`config.mk`:
```
export PLATFORM = sky130hd
export DESIGN_NAME = rtc_core
export DESIGN_NICKNAME = d
export VERILOG_FILES = /design/src/rtl/rtc_core_pkg.sv /design/src/rtl/rtc_prescaler.sv /design/src/rtl/rtc_time_counter.sv /design/src/rtl/rtc_alarm_unit.sv /design/src/rtl/rtc_core.sv
export SDC_FILE = /design/constraint.sdc
export NUM_CORES = 1
export LEC_CHECK = 0
export BUFFER_PORTS_ARGS = -buffer_cell sky130_fd_sc_hd__buf_4
export CORE_MARGIN = 3
export CORE_UTILIZATION = 56
export CTS_CLUSTER_DIAMETER = 100
export DETAILED_ROUTE_END_ITERATION = 8
export GPL_ROUTABILITY_DRIVEN = 0
export HOLD_SLACK_MARGIN = 0.15
export PLACE_DENSITY = 0.76
export SLEW_MARGIN = 10
export SYNTH_ARGS = -nofsm -noshare
export SYNTH_HDL_FRONTEND = slang
export SYNTH_SLANG_ARGS = --single-unit
```
`constraint.sdc`:
```
create_clock -name clk -period 4.65 [get_ports clk]
set_clock_uncertainty 0.15 [all_clocks]
set_input_delay 1.1625 -clock clk [delete_from_list [all_inputs] [get_ports clk]]
set_output_delay 1.1625 -clock clk [all_outputs]
set_load 0.02 [all_outputs]
```
`src/rtl/rtc_core_pkg.sv`:
```
package rtc_core_pkg;
   localparam int SEC_W    = 6;
   localparam int MIN_W    = 6;
   localparam int HOUR_W   = 5;
   localparam int SEC_TOP  = 59;
   localparam int MIN_TOP  = 59;
   localparam int HOUR_TOP = 23;
   localparam int DATA_W   = 16;

   localparam int NREG = 7;
   localparam int IDX_HM   = 0;
   localparam int IDX_SEC  = 1;
   localparam int IDX_AHM  = 2;
   localparam int IDX_ASEC = 3;
   localparam int IDX_CTRL = 4;
   localparam int IDX_DAY  = 5;
   localparam int IDX_ADAY = 6;

   localparam logic [5:0] REG_OFS [NREG] = '{6'h00, 6'h04, 6'h08, 6'h0C, 6'h10, 6'h20, 6'h24};

   localparam int CTRL_EN_BIT  = 7;
   localparam int CTRL_SEL_LSB = 5;

   typedef enum logic [1:0] {
      RATE_SEL_A   = 2'd0,
      RATE_SEL_B   = 2'd1,
      RATE_SEL_C   = 2'd2,
      RATE_SEL_ALT = 2'd3
   } rate_sel_e;
endpackage

```
`src/rtl/rtc_prescaler.sv`:
```
module rtc_prescaler #(
   parameter int RATE_A = 32768,
   parameter int RATE_B = 32000,
   parameter int RATE_C = 38400,
   parameter int CNT_W  = 16
) (
   input  logic             clk,
   input  logic             rst_n,
   input  logic             en,
   input  logic             clr,
   input  logic [1:0]       sel,
   input  logic             ref_tick,
   output logic             tick,
   output logic [CNT_W-1:0] cnt_q
);
   import rtc_core_pkg::*;

   logic [CNT_W-1:0] lim_m1;
   logic             at_top;

   always_comb begin
      unique case (rate_sel_e'(sel))
         RATE_SEL_B: lim_m1 = CNT_W'(RATE_B - 1);
         RATE_SEL_C: lim_m1 = CNT_W'(RATE_C - 1);
         default:    lim_m1 = CNT_W'(RATE_A - 1);
      endcase
   end

   assign at_top = (cnt_q >= lim_m1);
   assign tick   = en & ~clr & ref_tick & at_top;

   always_ff @(posedge clk) begin
      if (!rst_n) begin
         cnt_q <= '0;
      end else if (!en || clr) begin
         cnt_q <= '0;
      end else if (ref_tick) begin
         cnt_q <= at_top ? '0 : cnt_q + CNT_W'(1);
      end
   end
endmodule

```
`src/rtl/rtc_time_counter.sv`:
```
module rtc_time_counter #(
   parameter int DAY_W = 16
) (
   input  logic                           clk,
   input  logic                           rst_n,
   input  logic                           tick,
   input  logic                           wr_hm,
   input  logic                           wr_sec,
   input  logic                           wr_day,
   input  logic [rtc_core_pkg::HOUR_W-1:0] wr_hour_v,
   input  logic [rtc_core_pkg::MIN_W-1:0]  wr_min_v,
   input  logic [rtc_core_pkg::SEC_W-1:0]  wr_sec_v,
   input  logic [DAY_W-1:0]               wr_day_v,
   output logic [rtc_core_pkg::SEC_W-1:0]  sec_q,
   output logic [rtc_core_pkg::MIN_W-1:0]  min_q,
   output logic [rtc_core_pkg::HOUR_W-1:0] hour_q,
   output logic [DAY_W-1:0]               day_q,
   output logic                           sec_pulse
);
   import rtc_core_pkg::*;

   logic c_min, c_hour, c_day;

   assign c_min  = tick   & (sec_q  >= SEC_W'(SEC_TOP));
   assign c_hour = c_min  & (min_q  >= MIN_W'(MIN_TOP));
   assign c_day  = c_hour & (hour_q >= HOUR_W'(HOUR_TOP));

   always_ff @(posedge clk) begin
      if (!rst_n) begin
         sec_q     <= '0;
         min_q     <= '0;
         hour_q    <= '0;
         day_q     <= '0;
         sec_pulse <= 1'b0;
      end else begin
         sec_pulse <= tick;
         if (wr_sec)      sec_q <= wr_sec_v;
         else if (c_min)  sec_q <= '0;
         else if (tick)   sec_q <= sec_q + SEC_W'(1);

         if (wr_hm)       min_q <= wr_min_v;
         else if (c_hour) min_q <= '0;
         else if (c_min)  min_q <= min_q + MIN_W'(1);

         if (wr_hm)       hour_q <= wr_hour_v;
         else if (c_day)  hour_q <= '0;
         else if (c_hour) hour_q <= hour_q + HOUR_W'(1);

         if (wr_day)      day_q <= wr_day_v;
         else if (c_day)  day_q <= day_q + DAY_W'(1);
      end
   end
endmodule

```
`src/rtl/rtc_alarm_unit.sv`:
```
module rtc_alarm_unit #(
   parameter int DAY_W = 16
) (
   input  logic                           clk,
   input  logic                           rst_n,
   input  logic                           wr_ahm,
   input  logic                           wr_asec,
   input  logic                           wr_aday,
   input  logic [rtc_core_pkg::HOUR_W-1:0] wr_hour_v,
   input  logic [rtc_core_pkg::MIN_W-1:0]  wr_min_v,
   input  logic [rtc_core_pkg::SEC_W-1:0]  wr_sec_v,
   input  logic [DAY_W-1:0]               wr_day_v,
   input  logic [rtc_core_pkg::SEC_W-1:0]  sec_v,
   input  logic [rtc_core_pkg::MIN_W-1:0]  min_v,
   input  logic [rtc_core_pkg::HOUR_W-1:0] hour_v,
   input  logic [DAY_W-1:0]               day_v,
   input  logic                           sec_pulse,
   output logic [rtc_core_pkg::SEC_W-1:0]  a_sec,
   output logic [rtc_core_pkg::MIN_W-1:0]  a_min,
   output logic [rtc_core_pkg::HOUR_W-1:0] a_hour,
   output logic [DAY_W-1:0]               a_day,
   output logic                           alarm_pulse
);
   logic [3:0] fld_eq;

   always_ff @(posedge clk) begin
      if (!rst_n) begin
         a_sec  <= '0;
         a_min  <= '0;
         a_hour <= '0;
         a_day  <= '0;
      end else begin
         if (wr_asec) a_sec <= wr_sec_v;
         if (wr_ahm) begin
            a_min  <= wr_min_v;
            a_hour <= wr_hour_v;
         end
         if (wr_aday) a_day <= wr_day_v;
      end
   end

   assign fld_eq[0] = (sec_v  == a_sec);
   assign fld_eq[1] = (min_v  == a_min);
   assign fld_eq[2] = (hour_v == a_hour);
   assign fld_eq[3] = (day_v  == a_day);

   assign alarm_pulse = sec_pulse & (&fld_eq);
endmodule

```
`src/rtl/rtc_core.sv`:
```
module rtc_core #(
   parameter int DAY_W  = 16,
   parameter int ADDR_W = 6,
   parameter int RATE_A = 32768,
   parameter int RATE_B = 32000,
   parameter int RATE_C = 38400
) (
   input  logic              clk,
   input  logic              rst_n,
   input  logic              ref_tick,
   input  logic              bus_wr,
   input  logic [ADDR_W-1:0] bus_addr,
   input  logic [15:0]       bus_wdata,
   output logic [15:0]       bus_rdata,
   output logic              sec_pulse,
   output logic              alarm_pulse
);
   import rtc_core_pkg::*;

   localparam int RATE_AB  = (RATE_A > RATE_B) ? RATE_A : RATE_B;
   localparam int RATE_MAX = (RATE_AB > RATE_C) ? RATE_AB : RATE_C;
   localparam int CNT_W    = $clog2(RATE_MAX);

   if (DAY_W < 1 || DAY_W > DATA_W) begin : g_bad_day
      $error("rtc_core: DAY_W out of range");
   end
   if (ADDR_W < 6) begin : g_bad_addr
      $error("rtc_core: ADDR_W too small for the register map");
   end
   if (RATE_A < 2 || RATE_B < 2 || RATE_C < 2) begin : g_bad_rate
      $error("rtc_core: every rate must be at least 2");
   end

   logic [NREG-1:0]   hit;
   logic [NREG-1:0]   wr_hit;
   logic [DATA_W-1:0] rd_word [NREG];

   for (genvar g = 0; g < NREG; g++) begin : g_dec
      assign hit[g]    = (bus_addr == ADDR_W'(REG_OFS[g]));
      assign wr_hit[g] = bus_wr & hit[g];
   end

   logic       ctrl_en;
   logic [1:0] ctrl_sel;

   always_ff @(posedge clk) begin
      if (!rst_n) begin
         ctrl_en  <= 1'b0;
         ctrl_sel <= '0;
      end else if (wr_hit[IDX_CTRL]) begin
         ctrl_en  <= bus_wdata[CTRL_EN_BIT];
         ctrl_sel <= bus_wdata[CTRL_SEL_LSB +: 2];
      end
   end

   logic time_wr;
   assign time_wr = wr_hit[IDX_HM] | wr_hit[IDX_SEC] | wr_hit[IDX_DAY];

   logic [HOUR_W-1:0] w_hour;
   logic [MIN_W-1:0]  w_min;
   logic [SEC_W-1:0]  w_sec;
   logic [DAY_W-1:0]  w_day;
   logic              unused_wdata;

   assign w_hour       = bus_wdata[8 +: HOUR_W];
   assign w_min        = bus_wdata[0 +: MIN_W];
   assign w_sec        = bus_wdata[0 +: SEC_W];
   assign w_day        = bus_wdata[0 +: DAY_W];
   assign unused_wdata = ^bus_wdata[15:13];

   logic             tick;
   logic [CNT_W-1:0] pre_cnt;

   rtc_prescaler #(
      .RATE_A(RATE_A), .RATE_B(RATE_B), .RATE_C(RATE_C), .CNT_W(CNT_W)
   ) u_pre (
      .clk(clk), .rst_n(rst_n), .en(ctrl_en), .clr(time_wr),
      .sel(ctrl_sel), .ref_tick(ref_tick), .tick(tick), .cnt_q(pre_cnt)
   );

   logic [SEC_W-1:0]  sec_v;
   logic [MIN_W-1:0]  min_v;
   logic [HOUR_W-1:0] hour_v;
   logic [DAY_W-1:0]  day_v;

   rtc_time_counter #(.DAY_W(DAY_W)) u_time (
      .clk(clk), .rst_n(rst_n), .tick(tick),
      .wr_hm(wr_hit[IDX_HM]), .wr_sec(wr_hit[IDX_SEC]), .wr_day(wr_hit[IDX_DAY]),
      .wr_hour_v(w_hour), .wr_min_v(w_min), .wr_sec_v(w_sec), .wr_day_v(w_day),
      .sec_q(sec_v), .min_q(min_v), .hour_q(hour_v), .day_q(day_v),
      .sec_pulse(sec_pulse)
   );

   logic [SEC_W-1:0]  a_sec;
   logic [MIN_W-1:0]  a_min;
   logic [HOUR_W-1:0] a_hour;
   logic [DAY_W-1:0]  a_day;

   rtc_alarm_unit #(.DAY_W(DAY_W)) u_alarm (
      .clk(clk), .rst_n(rst_n),
      .wr_ahm(wr_hit[IDX_AHM]), .wr_asec(wr_hit[IDX_ASEC]), .wr_aday(wr_hit[IDX_ADAY]),
      .wr_hour_v(w_hour), .wr_min_v(w_min), .wr_sec_v(w_sec), .wr_day_v(w_day),
      .sec_v(sec_v), .min_v(min_v), .hour_v(hour_v), .day_v(day_v),
      .sec_pulse(sec_pulse),
      .a_sec(a_sec), .a_min(a_min), .a_hour(a_hour), .a_day(a_day),
      .alarm_pulse(alarm_pulse)
   );

   assign rd_word[IDX_HM]   = (DATA_W'(hour_v) << 8) | DATA_W'(min_v);
   assign rd_word[IDX_SEC]  = DATA_W'(sec_v);
   assign rd_word[IDX_AHM]  = (DATA_W'(a_hour) << 8) | DATA_W'(a_min);
   assign rd_word[IDX_ASEC] = DATA_W'(a_sec);
   assign rd_word[IDX_CTRL] = (DATA_W'(ctrl_en) << CTRL_EN_BIT) | (DATA_W'(ctrl_sel) << CTRL_SEL_LSB);
   assign rd_word[IDX_DAY]  = DATA_W'(day_v);
   assign rd_word[IDX_ADAY] = DATA_W'(a_day);

   always_comb begin
      bus_rdata = '0;
      for (int i = 0; i < NREG; i++) begin
         if (hit[i]) bus_rdata = bus_rdata | rd_word[i];
      end
   end
endmodule

```
=== Yosys cells after proc, flatten, opt, wreduce, memory -nomap -nowiden ===
Cells that the tools add are included.

* $add $sub $neg: 5
* Order comparisons: 4
* Reduce and logical (&&, ||, !) cells: 9
* Mux-type cells: 20
* Equal/unequal tests: 12
* Bitwise logic cells: 27

{| class="wikitable"
|+ Operators with widths
! operator !! count
|-
| two-way mux 16 bit || 9
|-
| two-way mux 6 bit || 6
|-
| adder 16 x 1 -> 16 bit, second input constant || 2
|-
| OR 16 bit || 2
|-
| OR 16 x 6 -> 16 bit || 2
|-
| one-hot mux 16 bit (2 select lines) || 1
|-
| OR 13 x 6 -> 13 bit || 2
|-
| equality test 16 bit || 1
|-
| greater-or-equal comparator 16 bit || 1
|-
| OR 16 x 13 -> 16 bit || 1
|-
| OR 16 x 8 -> 16 bit || 1
|-
| two-way mux 5 bit || 3
|-
| bitwise AND 1 bit || 14
|-
| two-way mux 13 bit || 1
|-
| adder 6 x 1 -> 6 bit, second input constant || 2
|-
| equality test 6 x 4 -> 1 bit, second input constant || 2
|-
| equality test 6 bit || 2
|-
| equality test 6 bit, second input constant || 2
|-
| greater-or-equal comparator 6 bit, second input constant || 2
|-
| nonzero test 3 bit || 3
|-
| OR 8 x 7 -> 8 bit || 1
|-
| equality test 6 x 3 -> 1 bit, second input constant || 1
|-
| equality test 6 x 5 -> 1 bit, second input constant || 1
|-
| logical NOT 6 bit || 1
|-
| 12 further kinds || 14
|}

* Logic and storage cells: 89
* Input bits: 26
* Bits in registers: 86
* Output and inout port bits: 18

=== Logic depth before layout (Yosys ltp) ===
* Word-level depth: 14
* Mapped depth: 11
* Mapped depth without buffers: 9

=== Cells and area by module ===
From an unflattened synthesis, not the netlist that was laid out.

* Cells, all modules: 624
* Area total of the unflattened synthesis: 5564.1 um^2

{| class="wikitable"
|+ By module, submodules not included
! module !! area each (um^2) !! cells an instance !! seq. area each (um^2) !! instances
|-
| rtc_time_counter || 2079.5 || 253 || 680.7 || 1
|-
| rtc_alarm_unit || 1599.0 || 151 || 660.6 || 1
|-
| rtc_prescaler || 1069.8 || 123 || 320.3 || 1
|-
| rtc_core || 815.8 || 97 || 60.1 || 1
|}

=== Worst setup path before layout ===
OpenSTA, ideal clock, no wires.

* Path type: in2out
* Start: input port bus_addr[1]
* End: output port bus_rdata[2]
* Buffers on the path: 2
* Setup slack: 0.815 ns
* Required time: 3.338 ns
* Cell stages on the path: 6
* Arrival: 2.523 ns
* Cell sequence: nor4b_1 and2_1 clkbuf_1 buf_2 a22oi_1 nand2_1

* Word-level cells in the longest chain between the ends: 14
* Elaborated cells on any way between the ends: 20
* Classes of those cells: 6 x eq/ne; 7 x mux; 6 x bitwise; 1 x reduce/logical

{| class="wikitable"
|+ Ends and longest elaborated chain
! item !! RTL line !! text
|-
| from (decl) || rtc_core.sv:12 || <nowiki>input logic [ADDR_W-1:0] bus_addr,</nowiki>
|-
| logical NOT 6 bit || rtc_core.sv:39 || <nowiki>assign hit[g] = (bus_addr == ADDR_W'(REG_OFS[g]));</nowiki>
|-
| two-way mux 13 bit || rtc_core.sv:120 || <nowiki>if (hit[i]) bus_rdata = bus_rdata | rd_word[i];</nowiki>
|-
| OR 16 x 6 -> 16 bit || rtc_core.sv:120 ||
|-
| two-way mux 16 bit || rtc_core.sv:120 ||
|-
| OR 16 x 13 -> 16 bit || rtc_core.sv:120 ||
|-
| two-way mux 16 bit || rtc_core.sv:120 ||
|-
| OR 16 x 6 -> 16 bit || rtc_core.sv:120 ||
|-
| two-way mux 16 bit || rtc_core.sv:120 ||
|-
| OR 16 x 8 -> 16 bit || rtc_core.sv:120 ||
|-
| two-way mux 16 bit || rtc_core.sv:120 ||
|-
| OR 16 bit || rtc_core.sv:120 ||
|-
| two-way mux 16 bit || rtc_core.sv:120 ||
|-
| OR 16 bit || rtc_core.sv:120 ||
|-
| two-way mux 16 bit * || rtc_core.sv:120 ||
|-
| to (decl) || rtc_core.sv:14 || <nowiki>output logic [15:0] bus_rdata,</nowiki>
|}

Mark *: on every way between the ends. The rest lies on a longest branch, timed or not.

=== Final worst setup path ===
* Start: input port bus_addr[1]
* End: output port bus_rdata[5]

The elaborated chain is that of the path after synthesis.

==> results.json <==
{
  "layout_common_cells": "dfxtp_1, nand2_1, nand3_1, nor2_1, buf_4",
  "numCtsBuffers": 9,
  "critPathMaxStageDelay_ps": 640,
  "cts.sinks": 86,
  "rsz0062_at_grt": "no",
  "io_buffers": 43,
  "n_antenna_cell": 0,
  "ios": 44,
  "cts_tree": "yes",
  "num-fill-cells": 851,
  "gr-total-overflow": 0,
  "hold_buffers": 0,
  "synth_area_um2": 5471,
  "slowest_stage": "and2_1",
  "synth-seq-cells": 86,
  "min_period_ps": 4303,
  "pwr-share-clk_pct": 37.1,
  "dr.pass1.iters": 5,
  "switching_power_mw": 0.3811,
  "die_y_um": 104.8,
  "syn_to_final_growth_pct": 8.392,
  "drc_errors": 0,
  "cts-htree-levels": 3,
  "grt_first_pass_wirelength_mm": 26.29,
  "synth-seq-area-share_pct": 31.47,
  "antenna_found_initial": 0,
  "crit_fanout": 16,
  "path_cells": "buf_4 > nor4b_2 > and2_1 > a222oi_1 > nand2_1 > buf_4",
  "num_vias": 5428,
  "path_clk_slew_ps": 90,
  "power_frac_comb_pct": 7.5,
  "vias_per_cell": 6.726,
  "start_kind": "primary input",
  "cellPowerDensity_nw_per_um2": 229.6,
  "setup-tns-final_ps": 0,
  "wl_per_cell_um": 20.38,
  "worstHoldPathType": "reg -> reg",
  "hold_viol": 0,
  "finalSetupViolations": 0,
  "async_flop_share_pct": 0,
  "path_class": "in -> out",
  "timing.fmax_mhz": 232.4,
  "layout-drive-gt1-share_pct": 13.42,
  "vdd_drop_max_mv": 0.1394,
  "ys_warn_count": 0,
  "postSynthCellCount": 669,
  "synth_top_cell_area_share_pct": 31.47,
  "synth-edff-count": 0,
  "maxCapViolations": 0,
  "yosysUniqueCellTypes": 69,
  "crit_top_cell": "buf_4",
  "layout_commonest_cell": "dfxtp_1",
  "p_int_mw": 0.9805,
  "dpl_worst_slack_ps": 151.8,
  "multi_input_area_um2": 3456,
  "syn_avg_cell_area_um2": 8.179,
  "ys.flop_type": "dfxtp_1",
  "crit_family": "simple AND/OR/NAND/NOR gates",
  "nets": 712,
  "fin_crit_sh_pct": 92.54,
  "grt_max_degree": 31,
  "dieArea_um2": 10990,
  "worstMarginPinSlew_ps": 981.7,
  "slew_headroom_pct": 34.55,
  "power.leakage_nw": 2.262,
  "cts_setup_buffers": 0,
  "fin_ws_ps": 346.9,
  "cts_resized": 0,
  "required_ps": 3340,
  "final_max_slew_viol_count": 0,
  "core-area_um2": 9371,
  "synth.top_cells.by_area": "dfxtp_1, mux2i_1, nand3_1, nand2_1, xnor2_1",
  "fp.dieW_um": 104.8,
  "clock_latency_ps": 370,
  "cp_num_buf_inv": 2,
  "routed_wl_mm": 16.45,
  "grt.total_usage_pct": 29.56,
  "status": "finished clean",
  "grt_pass1_vias": 5045,
  "rows": 35,
  "root_buffer": "clkbuf_8",
  "clockBufferDepth": 2,
  "crit_arrival_ps": 2990,
  "regArea_um2": 1722,
  "critical_path.endpoint_type": "output port",
  "sequentialPowerShare_pct": 55.4,
  "p_sw_share_pct": 27.99,
  "dp_hpwl_mm": 11.60,
  "drt-initial-drc-count": 598,
  "ant_nets": 0,
  "start_util_pct": 58.38,
  "synthesis.nets": 708,
  "yosysTopAreaCell": "dfxtp_1"
}
[cells in the mapped netlist, types with 4 or more instances]
master	number
dfxtp_1	86
nand2_1	77
nand3_1	58
nor2_1	53
clkbuf_1	32
xnor2_1	31
mux2i_1	30
nand4_1	27
a21oi_1	25
xor2_1	21
a31oi_1	20
o21ai_0	20
a22oi_1	14
buf_2	14
inv_1	14
ha_1	13
nor3_1	12
and3_1	10
nor4_1	10
o211ai_1	10
and2_1	6
mux4_2	6
a32oi_1	4
buf_4	4
nand4b_1	4
[registers in the layout, summed over array words and instances, names as in the netlist, 2 cells and up]
signal	flops
u_alarm.a_hour	5
u_alarm.a_min	6
u_alarm.a_sec	6
u_alarm.a_day	16
u_time.hour_q	5
u_time.day_q	16
u_time.min_q	6
u_time.sec_q	6
ctrl_sel	2
u_pre.cnt_q	16
[final timing paths]
check,from,to,slack [ps],cells after the start
worst max-delay path,bus_addr[1],bus_rdata[5],350,6
worst min-delay path,u_alarm.a_day[13],u_alarm.a_day[13],350,2
worst max register to register,ctrl_sel[1],u_pre.cnt_q[14],1240,8
worst min register to register,u_alarm.a_day[13],u_alarm.a_day[13],350,2
[routing by layer]
layer  GRT usage [%]  part of all wire, %  up-vias
met5               0                    0        -
met4           10.78                  3.3        0
met3           6.980                   10       58
li1                -                    -     2464
met1           39.51                   41     2622
met2           46.52                   46      284
[cell type report]
cell class	instances	area share, %
clock inverter	7	0.9283
tap	129	2.722
sequential	86	29.03
inverter	14	0.8861
multi-input combinational	514	58.27
timing repair buffer	48	6.076
clock buffer	9	2.089
[power by group through the flow]
stage	logic (mW)	clock network (mW)	registers, mW
global route	0.109	0.530	0.755
finish	0.102	0.506	0.754
detailed placement	0.0981	0	0.771
floorplan	0.0604	0	0.762
global placement	0.0970	0	0.770
CTS	0.0986	0.507	0.753
[worst register-to-register path: stages, from the launching register on]
cell and delay [ps]:
dfxtp_1 410, ha_1 290, inv_1 70, ha_1 310
a21oi_1 180, nand2_1 150, o31ai_4 880, nand3_1 640
nor2_1 260
[cell families (layout without fill, tap and decap cells)]
family,Yosys count,count (layout),share of synthesized area [%]
adder cells (fa/ha/maj),13,13,2.973
AO/OA/AOI/OAI,134,134,17.93
buffers and inverters,69,78,5.603
multiplexers,38,38,8.370
flip-flops,86,86,31.47
AND/OR/NAND/NOR,277,277,25.34
XOR/XNOR,52,52,8.324
[metrics by stage]
step / area (um^2) / std cells / utilization [%] / hold WS [ps] / power [mW]
2_1_floorplan: 5472 / 669 / - / 299.0 / 0.8223
3_3_place_gp: 5746 / 791 / 61.31 / 320.0 / 0.8674
3_5_place_dp: 5746 / 791 / 61.31 / 334.4 / 0.8686
4_1_cts: 5924 / 807 / 63.22 / 347.2 / 1.359
5_1_grt: 5931 / 807 / 63.28 / 369.5 / 1.394
6_report: 5931 / 807 / 63.28 / 348.6 / 1.362
Note: power is estimated with default switching activity, not from simulation.
